$ cat config.mk
export PLATFORM = sky130hd
export DESIGN_NAME = irrx_rle_sampler
export DESIGN_NICKNAME = d
export VERILOG_FILES = /design/src/rtl/irrx_pkg.sv /design/src/rtl/irrx_tick_gen.sv /design/src/rtl/irrx_glitch_filt.sv /design/src/rtl/irrx_rle_enc.sv /design/src/rtl/irrx_rle_sampler.sv
export SDC_FILE = /design/constraint.sdc
export NUM_CORES = 1
export LEC_CHECK = 0
export BUFFER_PORTS_ARGS = -buffer_cell sky130_fd_sc_hd__clkbuf_2
export CAP_MARGIN = 20
export CORE_UTILIZATION = 45
export DETAILED_ROUTE_END_ITERATION = 6
export GPL_TIMING_DRIVEN = 0
export MAX_ROUTING_LAYER = met4
export SYNTH_ARGS = -nofsm -noshare
export SYNTH_HDL_FRONTEND = slang
export SYNTH_SLANG_ARGS = --single-unit
$ cat constraint.sdc
create_clock -name clk -period 4.6 [get_ports clk]
set_input_delay 0.23 -clock clk [delete_from_list [all_inputs] [get_ports clk]]
set_output_delay 0.23 -clock clk [all_outputs]
set_load 0.005 [all_outputs]
$ cat src/rtl/irrx_pkg.sv
package irrx_pkg;

  localparam int CFG_W     = 32;
  localparam int DUR_W     = 7;
  localparam int BYTE_W    = DUR_W + 1;
  localparam int FILT_W    = 6;
  localparam int IDLE_W    = 8;
  localparam int ACT_W     = 7;
  localparam int ACT_SCALE = 128;
  localparam int IDLE_UNIT = 128;

  localparam logic [1:0] MODE_RLE = 2'b11;

  // sample configuration word, most significant field first
  typedef struct packed {
    logic [7:0]        rsvd_hi;   // 31:24
    logic              act_x128;  // 23
    logic [ACT_W-1:0]  act_m1;    // 22:16
    logic [IDLE_W-1:0] idle_n;    // 15:8
    logic [FILT_W-1:0] filt_n;    // 7:2
    logic              rsvd_lo;   // 1
    logic              div_sel;   // 0
  } samp_cfg_t;

  typedef enum logic {
    ENC_WAIT = 1'b0,
    ENC_RUN  = 1'b1
  } enc_state_t;

endpackage

$ cat src/rtl/irrx_tick_gen.sv
module irrx_tick_gen #(
  parameter int BASE_DIV = 1,
  parameter int DIV_LO   = 64,
  parameter int DIV_HI   = 128
) (
  input  logic clk,
  input  logic rst,
  input  logic en,
  input  logic div_sel,
  output logic s_tick
);
  localparam int SW = $clog2(DIV_HI + 1);

  logic          base_tick;
  logic [SW-1:0] scnt;
  logic [SW-1:0] slim;

  generate
    if (BASE_DIV == 1) begin : g_nopre
      assign base_tick = 1'b1;
    end else begin : g_pre
      localparam int BW = $clog2(BASE_DIV);
      logic [BW-1:0] bcnt;
      always_ff @(posedge clk) begin
        if (rst || !en) begin
          bcnt <= '0;
        end else if (bcnt == BW'(BASE_DIV - 1)) begin
          bcnt <= '0;
        end else begin
          bcnt <= bcnt + 1'b1;
        end
      end
      assign base_tick = (bcnt == BW'(BASE_DIV - 1));
    end
  endgenerate

  assign slim = div_sel ? SW'(DIV_HI - 1) : SW'(DIV_LO - 1);

  always_ff @(posedge clk) begin
    if (rst || !en) begin
      scnt <= '0;
    end else if (base_tick) begin
      scnt <= (scnt >= slim) ? '0 : scnt + 1'b1;
    end
  end

  assign s_tick = en && base_tick && (scnt >= slim);

endmodule

$ cat src/rtl/irrx_glitch_filt.sv
module irrx_glitch_filt #(
  parameter int FILT_W = 6
) (
  input  logic              clk,
  input  logic              rst,
  input  logic              en,
  input  logic              ir_in,
  input  logic              inv_pol,
  input  logic              s_tick,
  input  logic [FILT_W-1:0] filt_n,
  output logic              lvl
);
  localparam int CW = FILT_W + 1;

  logic [1:0]        sync_q;
  logic              pol_in;
  logic [FILT_W-1:0] cnt;
  logic [FILT_W-1:0] need;

  // two-stage synchroniser on the asynchronous line
  always_ff @(posedge clk) begin
    if (rst) begin
      sync_q <= 2'b00;
    end else begin
      sync_q <= {sync_q[0], ir_in};
    end
  end

  assign pol_in = sync_q[1] ^ inv_pol;
  assign need   = (filt_n == '0) ? FILT_W'(1) : filt_n;

  always_ff @(posedge clk) begin
    if (rst || !en) begin
      lvl <= 1'b0;
      cnt <= '0;
    end else if (s_tick) begin
      if (pol_in == lvl) begin
        cnt <= '0;
      end else if (({1'b0, cnt} + CW'(1)) >= {1'b0, need}) begin
        lvl <= pol_in;
        cnt <= '0;
      end else begin
        cnt <= cnt + 1'b1;
      end
    end
  end

endmodule

$ cat src/rtl/irrx_rle_enc.sv
module irrx_rle_enc
  import irrx_pkg::*;
#(
  parameter int P_DUR_W     = 7,
  parameter int P_ACT_W     = 7,
  parameter int P_ACT_SCALE = 128,
  parameter int P_IDLE_W    = 8,
  parameter int P_IDLE_UNIT = 128
) (
  input  logic                clk,
  input  logic                rst,
  input  logic                en,
  input  logic                s_tick,
  input  logic                lvl,
  input  logic [P_ACT_W-1:0]  act_m1,
  input  logic                act_x128,
  input  logic [P_IDLE_W-1:0] idle_n,
  output logic                byte_vld,
  output logic [P_DUR_W:0]    byte_data,
  output logic                pkt_end
);
  localparam int RUN_MAX = 1 << P_DUR_W;
  localparam int RW      = P_DUR_W + 1;
  localparam int AW      = P_ACT_W + $clog2(P_ACT_SCALE) + 1;
  localparam int IW      = P_IDLE_W + $clog2(P_IDLE_UNIT) + 1;

  enc_state_t         st_q, st_d;
  logic               cur_q, cur_d;
  logic [RW-1:0]      run_q, run_d;
  logic [AW-1:0]      acnt_q, acnt_d, act_thr;
  logic [IW-1:0]      icnt_q, icnt_d, idle_lim;
  logic               emit, end_d;
  logic [P_DUR_W-1:0] emit_dur;

  always_comb begin
    act_thr = AW'(act_m1) + AW'(1);
    if (act_x128) act_thr = act_thr * AW'(P_ACT_SCALE);
    idle_lim = (IW'(idle_n) + IW'(1)) * IW'(P_IDLE_UNIT);
  end

  always_comb begin
    st_d     = st_q;
    cur_d    = cur_q;
    run_d    = run_q;
    acnt_d   = acnt_q;
    icnt_d   = icnt_q;
    emit     = 1'b0;
    emit_dur = '0;
    end_d    = 1'b0;
    if (s_tick) begin
      case (st_q)
        ENC_WAIT: begin
          if (lvl) begin
            if ((acnt_q + AW'(1)) >= act_thr) begin
              st_d   = ENC_RUN;
              cur_d  = 1'b1;
              run_d  = '0;
              icnt_d = '0;
              acnt_d = '0;
            end else begin
              acnt_d = acnt_q + AW'(1);
            end
          end else begin
            acnt_d = '0;
          end
        end
        ENC_RUN: begin
          if (lvl == cur_q) begin
            if ((run_q + RW'(1)) == RW'(RUN_MAX)) begin
              emit     = 1'b1;
              emit_dur = '1;
              run_d    = '0;
            end else begin
              run_d = run_q + RW'(1);
            end
            if (!lvl) begin
              if ((icnt_q + IW'(1)) == idle_lim) begin
                if (!emit) begin
                  emit     = 1'b1;
                  emit_dur = P_DUR_W'(run_q);
                end
                end_d  = 1'b1;
                st_d   = ENC_WAIT;
                run_d  = '0;
                icnt_d = '0;
              end else begin
                icnt_d = icnt_q + IW'(1);
              end
            end
          end else begin
            if (run_q != '0) begin
              emit     = 1'b1;
              emit_dur = P_DUR_W'(run_q - RW'(1));
            end
            cur_d  = lvl;
            run_d  = RW'(1);
            icnt_d = lvl ? IW'(0) : IW'(1);
          end
        end
        default: st_d = ENC_WAIT;
      endcase
    end
  end

  always_ff @(posedge clk) begin
    if (rst || !en) begin
      st_q      <= ENC_WAIT;
      cur_q     <= 1'b0;
      run_q     <= '0;
      acnt_q    <= '0;
      icnt_q    <= '0;
      byte_vld  <= 1'b0;
      byte_data <= '0;
      pkt_end   <= 1'b0;
    end else begin
      st_q     <= st_d;
      cur_q    <= cur_d;
      run_q    <= run_d;
      acnt_q   <= acnt_d;
      icnt_q   <= icnt_d;
      byte_vld <= emit;
      pkt_end  <= end_d;
      if (emit) byte_data <= {cur_q, emit_dur};
    end
  end

endmodule

$ cat src/rtl/irrx_rle_sampler.sv
module irrx_rle_sampler
  import irrx_pkg::*;
#(
  parameter int BASE_DIV = 1,
  parameter int DIV_LO   = 64,
  parameter int DIV_HI   = 128
) (
  input  logic              clk,
  input  logic              rst,
  input  logic              ir_in,
  input  logic              glb_en,
  input  logic              rx_en,
  input  logic [1:0]        cir_mode,
  input  logic              inv_pol,
  input  logic [CFG_W-1:0]  samp_cfg,
  output logic              byte_vld,
  output logic [BYTE_W-1:0] byte_data,
  output logic              pkt_end
);
  samp_cfg_t cfg;
  logic      run_en;
  logic      s_tick;
  logic      flt_lvl;
  logic      unused_cfg;

  assign cfg        = samp_cfg_t'(samp_cfg);
  assign run_en     = glb_en && rx_en && (cir_mode == MODE_RLE);
  assign unused_cfg = ^{cfg.rsvd_hi, cfg.rsvd_lo};

  irrx_tick_gen #(
    .BASE_DIV (BASE_DIV),
    .DIV_LO   (DIV_LO),
    .DIV_HI   (DIV_HI)
  ) tick_i (
    .clk     (clk),
    .rst     (rst),
    .en      (run_en),
    .div_sel (cfg.div_sel),
    .s_tick  (s_tick)
  );

  irrx_glitch_filt #(
    .FILT_W (FILT_W)
  ) filt_i (
    .clk     (clk),
    .rst     (rst),
    .en      (run_en),
    .ir_in   (ir_in),
    .inv_pol (inv_pol),
    .s_tick  (s_tick),
    .filt_n  (cfg.filt_n),
    .lvl     (flt_lvl)
  );

  irrx_rle_enc #(
    .P_DUR_W     (DUR_W),
    .P_ACT_W     (ACT_W),
    .P_ACT_SCALE (ACT_SCALE),
    .P_IDLE_W    (IDLE_W),
    .P_IDLE_UNIT (IDLE_UNIT)
  ) enc_i (
    .clk       (clk),
    .rst       (rst),
    .en        (run_en),
    .s_tick    (s_tick),
    .lvl       (flt_lvl),
    .act_m1    (cfg.act_m1),
    .act_x128  (cfg.act_x128),
    .idle_n    (cfg.idle_n),
    .byte_vld  (byte_vld),
    .byte_data (byte_data),
    .pkt_end   (pkt_end)
  );

endmodule

==> impl_metrics.json, run 1 <==
{
  "track_usage_pct": 22.9,
  "clk_pin_slew_worst_paths_ps": 70,
  "cts_buffers": 9,
  "antenna_left": 0,
  "multi_input_area_um2": 3270,
  "worst_pin_slew_ps": 745,
  "grt_start_max_net_pins": 11,
  "crit_type": "reg -> reg",
  "ctsHtreeMaxLevel": 3,
  "gp_congestion": 0.837,
  "synth.top_cell.area_share_pct": 28.4,
  "run_status": "finished clean",
  "path_max_fanout": 9,
  "maxCapViolCount": 0,
  "synth.area.top_cells": "dfxtp_1 (28%), ha_1 (8.3%), xnor2_1 (4.9%), a21oi_1 (4.7%), nor2_1 (4.5%)",
  "powerDensity_nw_per_um2": 221,
  "dieArea_um2": 11100,
  "placed_cell_area_um2": 5170,
  "hold_ws_ps": 78.4,
  "start_util_pct": 46.5,
  "die-width_um": 105,
  "syn_inst": 609,
  "start_kind": "flop",
  "fillCellCount": 1031,
  "ys_seq_area_share_pct": 28.4,
  "fin_area_um2": 5370,
  "max_stage_delay_ps": 430,
  "grt_overflow": 0,
  "synthArstFlopShare_pct": 0,
  "crit_chain": "ha_1 > and3_1 > and3_1 > and3_1 > and3_1 > xor2_1 > ha_1 > a21oi_1 > and3_1 > o21ai_0 > a221o_1 > a21oi_1 > nand2b_1 > clkbuf_1 > and2_1 > a21o_1",
  "final_layout_size_suffix_gt1_share_pct": 13.3,
  "wl_per_cell_um": 14.8,
  "peakVddDrop_mv": 0.185,
  "crit_top_cell": "and3_1",
  "core-area_um2": 10300,
  "min_period_over_period_pct": 94.0,
  "leakagePower_nw": 2.21,
  "hold_violations": 0,
  "rsz0062_at_grt": "false",
  "arrival_ps": 4630,
  "cts_hold_buf": 0,
  "cp-end-kind": "flop",
  "grt_pass1_vias": 4274,
  "regArea_um2": 1360,
  "insertedDiodeCount": 0,
  "yosys.area.top_type": "dfxtp_1",
  "die_h_um": 105,
  "hpwlAfterDp_um": 9030,
  "syn2layout_area_growth_pct": 12.1,
  "finalSetupViolCount": 0,
  "grt_first_pass_wirelength_um": 19900,
  "timing.fmax_mhz": 231,
  "clk_latency_ps": 370,
  "synth_common_cells": "dfxtp_1 (68), nor2_1 (58), a21oi_1 (45)",
  "clock_skew_ps": 10.2,
  "first_pass_iters": 5,
  "post_cts_buffers": 0,
  "synth_edf_count": 0,
  "grt_antenna_before_repair": 0,
  "yosys_warnings": 0,
  "initialDrtViolationCount": 258,
  "io_pins": 50,
  "drv_slew": 0,
  "drc": 0,
  "setup_tns_ps": 0,
  "hp-class": "in -> reg",
  "routed_via_density": 5.71,
  "ys_types": 66,
  "yosys.cell_count.top_type": "dfxtp_1",
  "cp_slowest_cell": "a221o_1",
  "synth_nets": 681,
  "clock-sinks": 68,
  "synth_seq_cells": 68,
  "cts-root-buf": "clkbuf_8",
  "port_buffers": 40,
  "worstPathRequired_ps": 4910,
  "row_count": 37,
  "clock_path_buffers": 2,
  "synthesis.area_um2": 4800,
  "max_slew_margin_pct": 49.8,
  "fin_nets": 732,
  "syn_area_per_cell_um2": 7.87,
  "synth-main-ff-cell": "dfxtp_1",
  "period_needed_ps": 4320,
  "wirelength_um": 11800,
  "vias": 4564,
  "tritoncts": "done"
}
## sequential cells by signal, summed over array words and instances (netlist names)
name	count
tick_i.scnt	8
enc_i.acnt_q	15
filt_i.sync_q	2
enc_i.pkt_end	1
enc_i.st_q	1
filt_i.cnt	6
enc_i.cur_q	1
enc_i.byte_data	8
filt_i.lvl	1
enc_i.icnt_q	16
enc_i.byte_vld	1
enc_i.run_q	8
## through the flow
| stage | power, mW | setup slack, ps | std cells | utilization [%] |
|---|---|---|---|---|
| floorplan | 0.651 | 1080 | 609 | - |
| global placement | 0.680 | 411 | 785 | 50.0 |
| detailed placement | 0.682 | 397 | 785 | 50.0 |
| CTS | 1.20 | 355 | 800 | 52.0 |
| global route | 1.24 | 23.8 | 800 | 52.1 |
| finish | 1.19 | 278 | 800 | 52.1 |
## routing by layer
metal | global-route usage (%) | vias to the layer above | part of all wire, %
li1 | - | 2316 | -
met1 | 28.6 | 2170 | 48
met2 | 37.4 | 63 | 48
met3 | 4.70 | 15 | 3.4
met4 | 6.94 | 0 | 1.2
met5 | - | - | 0
## report_power, final
| group | internal [mW] | switching [mW] |
|---|---|---|
| registers | 0.589 | 0.000363 |
| clock network | 0.293 | 0.225 |
| logic | 0.0357 | 0.0434 |
| total | 0.918 | 0.269 |
## area by class of cell
class	count	share of cell area, %
clock inverter	1	0.559
sequential	68	25.3
inverter	14	0.978
multi-input combinational	501	60.8
tap	136	3.17
buffer	26	2.19
timing repair buffer	40	3.73
clock buffer	14	3.21
## final timing paths
| check | start | to | slack (ps) | cells past startpoint |
|---|---|---|---|---|
| hold reg to reg | filt_i.sync_q[0]$_SDFF_PP0_ | filt_i.sync_q[1]$_SDFF_PP0_ | 450 | 1 |
| hold / removal | rst | filt_i.sync_q[1]$_SDFF_PP0_ | 80 | 2 |
| setup / recovery | enc_i.acnt_q[0]$_SDFFE_PP0P_ | enc_i.run_q[6]$_SDFFE_PP0P_ | 280 | 16 |
| setup reg to reg | enc_i.acnt_q[0]$_SDFFE_PP0P_ | enc_i.run_q[6]$_SDFFE_PP0P_ | 280 | 16 |
## cells by family after synthesis
| group | count (synthesis) | share of synthesized area, % |
|---|---|---|
| XOR/XNOR | 50 | 9.13 |
| buffers and inverters | 40 | 3.55 |
| AO/OA/AOI/OAI | 156 | 20.8 |
| multiplexers | 3 | 0.652 |
| adder cells (fa/ha/maj) | 32 | 8.35 |
| AND/OR/NAND/NOR | 260 | 29.2 |
| flip-flops | 68 | 28.4 |
## timing repair
action	CTS	global route
hold endpoints to repair	0	0
gates resized for setup	0	1
endpoints found under the setup margin	0	1
## layout by cell type (no fill, tap or decap), types with 5 or more instances in the layout
master / instances
nand2b_1: 15
nor2_1: 58
xnor2_1: 27
xor2_1: 23
and3_1: 25
nand3_1: 36
a22oi_1: 5
or2_2: 5
or3_1: 7
dfxtp_1: 68
a21o_1: 17
nor2b_1: 6
clkbuf_8: 12
and2_1: 6
inv_1: 14
nor3b_1: 10
o21ai_2: 6
a21oi_1: 45
o21ai_0: 40
clkbuf_1: 21
clkbuf_2: 41
nor3_1: 14
nand2_1: 41
ha_1: 32
nand4_1: 12
## critical path: cells and delay by family (launching register included)
kind / cells / cell delay (ps)
fa+ha+maj: 2 / 530
buf+inv: 1 / 360
xor+xnor: 1 / 210
simple gates: 7 / 1650
flops: 1 / 410
compound gates: 5 / 1080
Power figures use the tool's default switching activity.
==> inputs of run 2 (changes only) <==
--- a/config.mk
+++ b/config.mk
@@ -7,10 +7,14 @@
 export LEC_CHECK = 0
 export BUFFER_PORTS_ARGS = -buffer_cell sky130_fd_sc_hd__clkbuf_2
 export CAP_MARGIN = 20
+export CELL_PAD_IN_SITES_DETAIL_PLACEMENT = 1
+export CELL_PAD_IN_SITES_GLOBAL_PLACEMENT = 1
 export CORE_UTILIZATION = 45
 export DETAILED_ROUTE_END_ITERATION = 6
 export GPL_TIMING_DRIVEN = 0
 export MAX_ROUTING_LAYER = met4
+export PLACE_DENSITY_LB_ADDON = 0.1
 export SYNTH_ARGS = -nofsm -noshare
 export SYNTH_HDL_FRONTEND = slang
+export SYNTH_HIERARCHICAL = 1
 export SYNTH_SLANG_ARGS = --single-unit
==> impl_metrics.json, run 2 <==
{
  "dieArea_um2": 11100,
  "synth_common_cells": "dfxtp_1 (68), nor2_1 (53), nand2_1 (46)",
  "initialDrtViolationCount": 225,
  "synth_xor_xnor_area_share_pct": 8.85,
  "start_util_pct": 46.4,
  "yosys_warnings": 6,
  "hold_violations": 0,
  "grt_antenna_before_repair": 0,
  "leakagePower_nw": 2.19,
  "final_layout_size_suffix_gt1_share_pct": 14.0,
  "insertedDiodeCount": 0,
  "final_cell_mix": "dfxtp_1 (68), nor2_1 (53), nand2_1 (46)",
  "yosys.area_share.simple_pct": 28.5,
  "clk_pin_slew_worst_paths_ps": 80,
  "cts_hold_buf": 0,
  "synth_edf_count": 0,
  "min_period_over_period_pct": 92.0,
  "period_needed_ps": 4230,
  "seqPwrFrac_pct": 45.3,
  "die_h_um": 105,
  "ys_seq_area_share_pct": 28.4,
  "clock_path_buffers": 2,
  "start_kind": "flop",
  "grt_overflow": 0,
  "powerDensity_nw_per_um2": 239,
  "arrival_ps": 4510,
  "path_max_fanout": 10,
  "vias": 4642,
  "layout_commonest_cell": "dfxtp_1",
  "top_regs": "enc_i/icnt_q (16), enc_i/acnt_q (15)",
  "cts-root-buf": "clkbuf_8",
  "core-area_um2": 10300,
  "grt_first_pass_wirelength_um": 22900,
  "share_clk_of_total_power_pct": 48.1,
  "synthMuxAreaShare_pct": 1.12,
  "tritoncts": "done",
  "cp-end-kind": "flop",
  "syn2layout_area_growth_pct": 13.6,
  "p_int_mw": 1.00,
  "worstPathRequired_ps": 4880,
  "synth-adder-area-share_pct": 8.10,
  "place_inst": 776,
  "drv_slew": 0,
  "synthesis.area_um2": 4790,
  "ff2ff_setup_slack_ps": 370,
  "cts_buffers": 9,
  "ctsHtreeMaxLevel": 3,
  "max_slew_margin_pct": 56.0,
  "routed_via_density": 5.86,
  "synth_top_family_by_area": "simple AND/OR/NAND/NOR gates",
  "maxCapViolCount": 0,
  "rsz0062_at_grt": "false",
  "synth-main-ff-cell": "dfxtp_1",
  "top_register": "enc_i/icnt_q",
  "ys_types": 75,
  "synth_nets": 671,
  "gp_congestion": 0.867,
  "yosys.cell_count.top_type": "dfxtp_1",
  "hpwlAfterDp_um": 9980,
  "crit_type": "reg -> reg",
  "worst_pin_slew_ps": 659,
  "timing.fmax_mhz": 236,
  "synth_compound_area_share_pct": 20.3,
  "synth_seq_cells": 68,
  "row_count": 37,
  "syn_inst": 600,
  "largest_reg_flops": 16,
  "run_status": "finished clean",
  "peakVddDrop_mv": 0.121,
  "port_buffers": 40,
  "clock-sinks": 68,
  "netSwitchingFraction_pct": 23.0,
  "die-width_um": 105,
  "syn_area_per_cell_um2": 7.98,
  "grt_start_max_net_pins": 13,
  "p_comb_share_pct": 6.6,
  "p_sw_uw": 299,
  "track_usage_pct": 26.3,
  "synth.top_cell.area_share_pct": 28.4,
  "synthArstFlopShare_pct": 0,
  "fin_nets": 722,
  "clock_skew_ps": 11.9,
  "yosys.area.top_type": "dfxtp_1",
  "wl_per_cell_um": 16.9,
  "io_pins": 50,
  "totalPowerFinal_mw": 1.30,
  "first_pass_iters": 4,
  "antenna_left": 0,
  "synth.area.top_cells": "dfxtp_1 (28%), ha_1 (8.1%), a21oi_1 (4.5%), xor2_1 (4.2%), nor2_1 (4.2%)",
  "drc": 0,
  "wirelength_um": 13400,
  "clk_latency_ps": 370,
  "finalSetupViolCount": 0,
  "grt_pass1_vias": 4821,
  "stdcell_count": 792,
  "hp-class": "in -> reg"
}
run 2: worst max-delay path, cell delays in order (launching register included):
cell and delay, ps:
dfxtp_1 410, ha_1 240, and3_1 200, and3_1 240
and3_1 260, and3_1 170, clkbuf_1 220, nand3_1 150
xnor2_2 170, ha_1 330, a21oi_1 160, nor2b_1 70
o21ai_0 190, nand2_1 120, a2111oi_4 300, and3_1 200
clkbuf_1 210, buf_4 240, nand3b_1 90, a21oi_1 160
run 2: metal layers:
metal / vias up / wire, µm / global-route usage, %
met1: 2286 / 6060 / 31.4
met2: 53 / 6760 / 44.5
met4: 0 / 253 / 10.3
met5: - / 0 / -
li1: 2284 / - / -
met3: 19 / 284 / 3.93
run 2: power by group through the flow:
stage	registers, mW	logic (mW)	clock network (mW)
after floorplan	0.603	0.0514	0
after global placement	0.603	0.0797	0
after detailed placement	0.603	0.0850	0
after CTS	0.589	0.0860	0.641
after global routing	0.590	0.0957	0.668
final	0.590	0.0862	0.625
run 2: kinds of logic after synthesis:
group           after synthesis
xor+xnor                     46
compound gates              149
fa+ha+maj                    31
buf+inv                      52
simple gates                249
mux                           5
flops                        68
run 2: area by class of cell:
class	count	area [µm²]
fillers	1297	4880
multi-input cells	480	3230
flip-flops and latches	68	1360
repair buffers	40	200
well taps	136	170
plain buffers	33	160
clock buffers	10	138
clock inverters	6	111
inverters	19	71.3
run 2: what timing repair did:
| item | CTS | global route |
|---|---|---|
| gates resized for setup | 3 | 7 |
| setup endpoints to repair | 40 | 30 |
| setup buffers | 0 | 0 |
| endpoints found under the hold margin | 0 | 0 |
run 2: path summary, 6_finish.rpt:
path | cells after the start | to | from
hold reg to reg | 1 | filt_i/sync_q[1]$_SDFF_PP0_ | filt_i/sync_q[0]$_SDFF_PP0_
hold / removal | 2 | filt_i/sync_q[0]$_SDFF_PP0_ | ir_in
setup / recovery | 19 | enc_i/acnt_q[7]$_SDFFE_PP0P_ | enc_i/acnt_q[0]$_SDFFE_PP0P_
setup reg to reg | 19 | enc_i/acnt_q[7]$_SDFFE_PP0P_ | enc_i/acnt_q[0]$_SDFFE_PP0P_
run 2: stage by stage:
step           hold WS [ps]  cell area [µm²]  setup slack (ps)  util (%)  TNS, ps
2_1_floorplan           302             4790               814         -        0
3_3_place_gp            419             5160              -243      50.0    -2990
3_5_place_dp            433             5160              -416      50.0    -7340
4_1_cts                 105             5420              91.3      52.5        0
5_1_grt                 117             5440              15.7      52.7        0
6_report                116             5440               369      52.7        0
==> inputs of run 3 (changes only) <==
--- a/config.mk
+++ b/config.mk
@@ -5,11 +5,12 @@
 export SDC_FILE = /design/constraint.sdc
 export NUM_CORES = 1
 export LEC_CHECK = 0
+export ABC_AREA = 1
 export BUFFER_PORTS_ARGS = -buffer_cell sky130_fd_sc_hd__clkbuf_2
 export CAP_MARGIN = 20
 export CELL_PAD_IN_SITES_DETAIL_PLACEMENT = 1
 export CELL_PAD_IN_SITES_GLOBAL_PLACEMENT = 1
-export CORE_UTILIZATION = 45
+export CORE_UTILIZATION = 42
 export DETAILED_ROUTE_END_ITERATION = 6
 export GPL_TIMING_DRIVEN = 0
 export MAX_ROUTING_LAYER = met4
==> impl_metrics.json, run 3 <==
{
  "worstPathRequired_ps": 4860,
  "final_cell_mix": "nand2_1 (208), inv_1 (108), nor2_1 (88)",
  "insertedDiodeCount": 0,
  "run_status": "finished clean",
  "fin_nets": 931,
  "start_util_pct": 43.0,
  "dieArea_um2": 12700,
  "routed_via_density": 5.32,
  "track_usage_pct": 25.8,
  "arrival_ps": 4490,
  "stdcell_count": 1012,
  "cts_buffers": 9,
  "crit_type": "reg -> reg",
  "maxCapViolCount": 0,
  "port_buffers": 40,
  "cts_resized": 0,
  "ctsHtreeMaxLevel": 3,
  "cts-root-buf": "clkbuf_16",
  "min_period_over_period_pct": 91.8,
  "gr-usage-met3_pct": 3.11,
  "clock_skew_ps": 6.40,
  "synth_common_cells": "nand2_1 (208), inv_1 (108), nor2_1 (88)",
  "worst_pin_slew_ps": 647,
  "syn_area_per_cell_um2": 6.36,
  "crit_chain": "ha_1 > nand3_1 > nor2_1 > inv_1 > nor2_1 > inv_1 > nor3_1 > nand4_1 > xnor2_1 > ha_1 > nand2_1 > nor2_1 > nand4_1 > nor3_1 > nor2_1 > nand2_1 > o21bai_2 > nor2_1 > clkbuf_1 > nand2_1 > a21oi_1",
  "synth_nets": 880,
  "cp-end-kind": "flop",
  "largest_reg_flops": 16,
  "post_cts_buffers": 0,
  "synth_seq_cells": 68,
  "clock-sinks": 68,
  "synth_edf_count": 0,
  "die-width_um": 113,
  "placed_cell_area_um2": 5530,
  "finalSetupViolCount": 0,
  "fillCellCount": 1632,
  "antenna_left": 0,
  "setup_tns_ps": 0,
  "synth-main-ff-cell": "dfxtp_1",
  "drv_slew": 0,
  "ys_seq_area_share_pct": 26.4,
  "tritoncts": "done",
  "place_inst": 996,
  "grt_start_max_net_pins": 14,
  "cts_hold_buf": 0,
  "grt_antenna_before_repair": 0,
  "row_count": 40,
  "rsz0062_at_grt": "false",
  "wl_per_cell_um": 14.9,
  "peakVddDrop_mv": 0.148,
  "totalPowerFinal_mw": 1.38,
  "synth.area.top_cells": "dfxtp_1 (26%), nand2_1 (15%), inv_1 (7.9%), ha_1 (7.5%), a21oi_1 (6.4%)",
  "initialDrtViolationCount": 183,
  "yosys.cell_count.top_type": "nand2_1",
  "first_pass_iters": 4,
  "drc": 0,
  "multi_input_area_um2": 3300,
  "grt_overflow": 0,
  "top_register": "enc_i/icnt_q",
  "leakagePower_nw": 2.52,
  "yosys_warnings": 6,
  "fin_area_um2": 5840,
  "core-area_um2": 12000,
  "gp_congestion": 0.858,
  "synthArstFlopShare_pct": 0,
  "top_regs": "enc_i/icnt_q (16), enc_i/acnt_q (15)",
  "synth.top_cell.area_share_pct": 26.4,
  "clk_latency_ps": 340,
  "start_kind": "flop",
  "path_max_fanout": 10,
  "vias": 5380,
  "io_pins": 50,
  "hold_violations": 0,
  "clock_path_buffers": 2,
  "final_layout_size_suffix_gt1_share_pct": 12.3,
  "hpwlAfterDp_um": 12000,
  "use_met2_pct": 46.5,
  "syn2layout_area_growth_pct": 13.4,
  "grt_first_pass_wirelength_um": 25600,
  "grt_pass1_vias": 5553,
  "met1_usage_pct": 29.8,
  "crit_top_cell": "nor2_1",
  "regArea_um2": 1360,
  "cp_slowest_cell": "clkbuf_1",
  "die_h_um": 113,
  "layout_commonest_cell": "nand2_1",
  "powerDensity_nw_per_um2": 237,
  "wirelength_um": 15100,
  "synthesis.area_um2": 5150,
  "timing.fmax_mhz": 237,
  "yosys.area.top_type": "dfxtp_1",
  "syn_inst": 809,
  "max_stage_delay_ps": 480,
  "max_slew_margin_pct": 56.9,
  "period_needed_ps": 4220,
  "ys_types": 39,
  "clk_pin_slew_worst_paths_ps": 60,
  "hp-class": "in -> reg",
  "busiest_layer": "met2"
}
## run 3: cell families (layout without fill, tap and decap cells)
kind of cell / after synthesis / in the layout / synth area share (%)
compound gates: 108 / 108 / 10.9
buf+inv: 129 / 185 / 9.60
flops: 68 / 68 / 26.4
simple gates: 439 / 439 / 39.8
xor+xnor: 34 / 34 / 5.78
fa+ha+maj: 31 / 31 / 7.53
## run 3: metal layers
metal  share of wire (%)  vias up
li1                    -     2710
met1                  45     2584
met2                  51       71
met3                 2.6       15
met4                 1.3        0
met5                   0        -
## run 3: cell type report
class | count | share of cell area [%]
multi-input cells | 612 | 56.5
flip-flops and latches | 68 | 23.3
clock inverters | 7 | 1.31
plain buffers | 14 | 1.07
repair buffers | 40 | 3.43
well taps | 147 | 3.15
clock buffers | 9 | 3.86
inverters | 115 | 7.39
## run 3: where the power goes
part           total (mW)  internal (mW)  switching (mW)
Sequential          0.590          0.590        0.000490
Clock               0.704          0.422           0.282
Combinational      0.0874         0.0335          0.0539
## run 3: final timing paths
check,startpoint,to,slack (ps),depth (start not counted)
worst max-delay path,enc_i/acnt_q[0]$_SDFFE_PP0P_,enc_i/icnt_q[7]$_SDFFE_PP0P_,380,21
worst min-delay path,ir_in,filt_i/sync_q[0]$_SDFF_PP0_,80,3
worst max register to register,enc_i/acnt_q[0]$_SDFFE_PP0P_,enc_i/icnt_q[7]$_SDFFE_PP0P_,380,21
worst min register to register,filt_i/sync_q[0]$_SDFF_PP0_,filt_i/sync_q[1]$_SDFF_PP0_,420,2
## run 3: critical path, delay by kind of cell, from the launching register on
kind | cells | cell delay [ps]
xor+xnor | 1 | 220
flops | 1 | 370
buf+inv | 3 | 620
compound gates | 2 | 280
fa+ha+maj | 2 | 530
simple gates | 13 | 2110
## run 3: through the flow
| step | hold WS, ps | util [%] | worst slack (ps) |
|---|---|---|---|
| CTS | 71.4 | 48.8 | 198 |
| floorplan | 301 | - | 1300 |
| global route | 70.1 | 48.8 | 3.01 |
| finish | 82.3 | 48.8 | 377 |
| global placement | 398 | 46.3 | 369 |
| detailed placement | 409 | 46.3 | 226 |
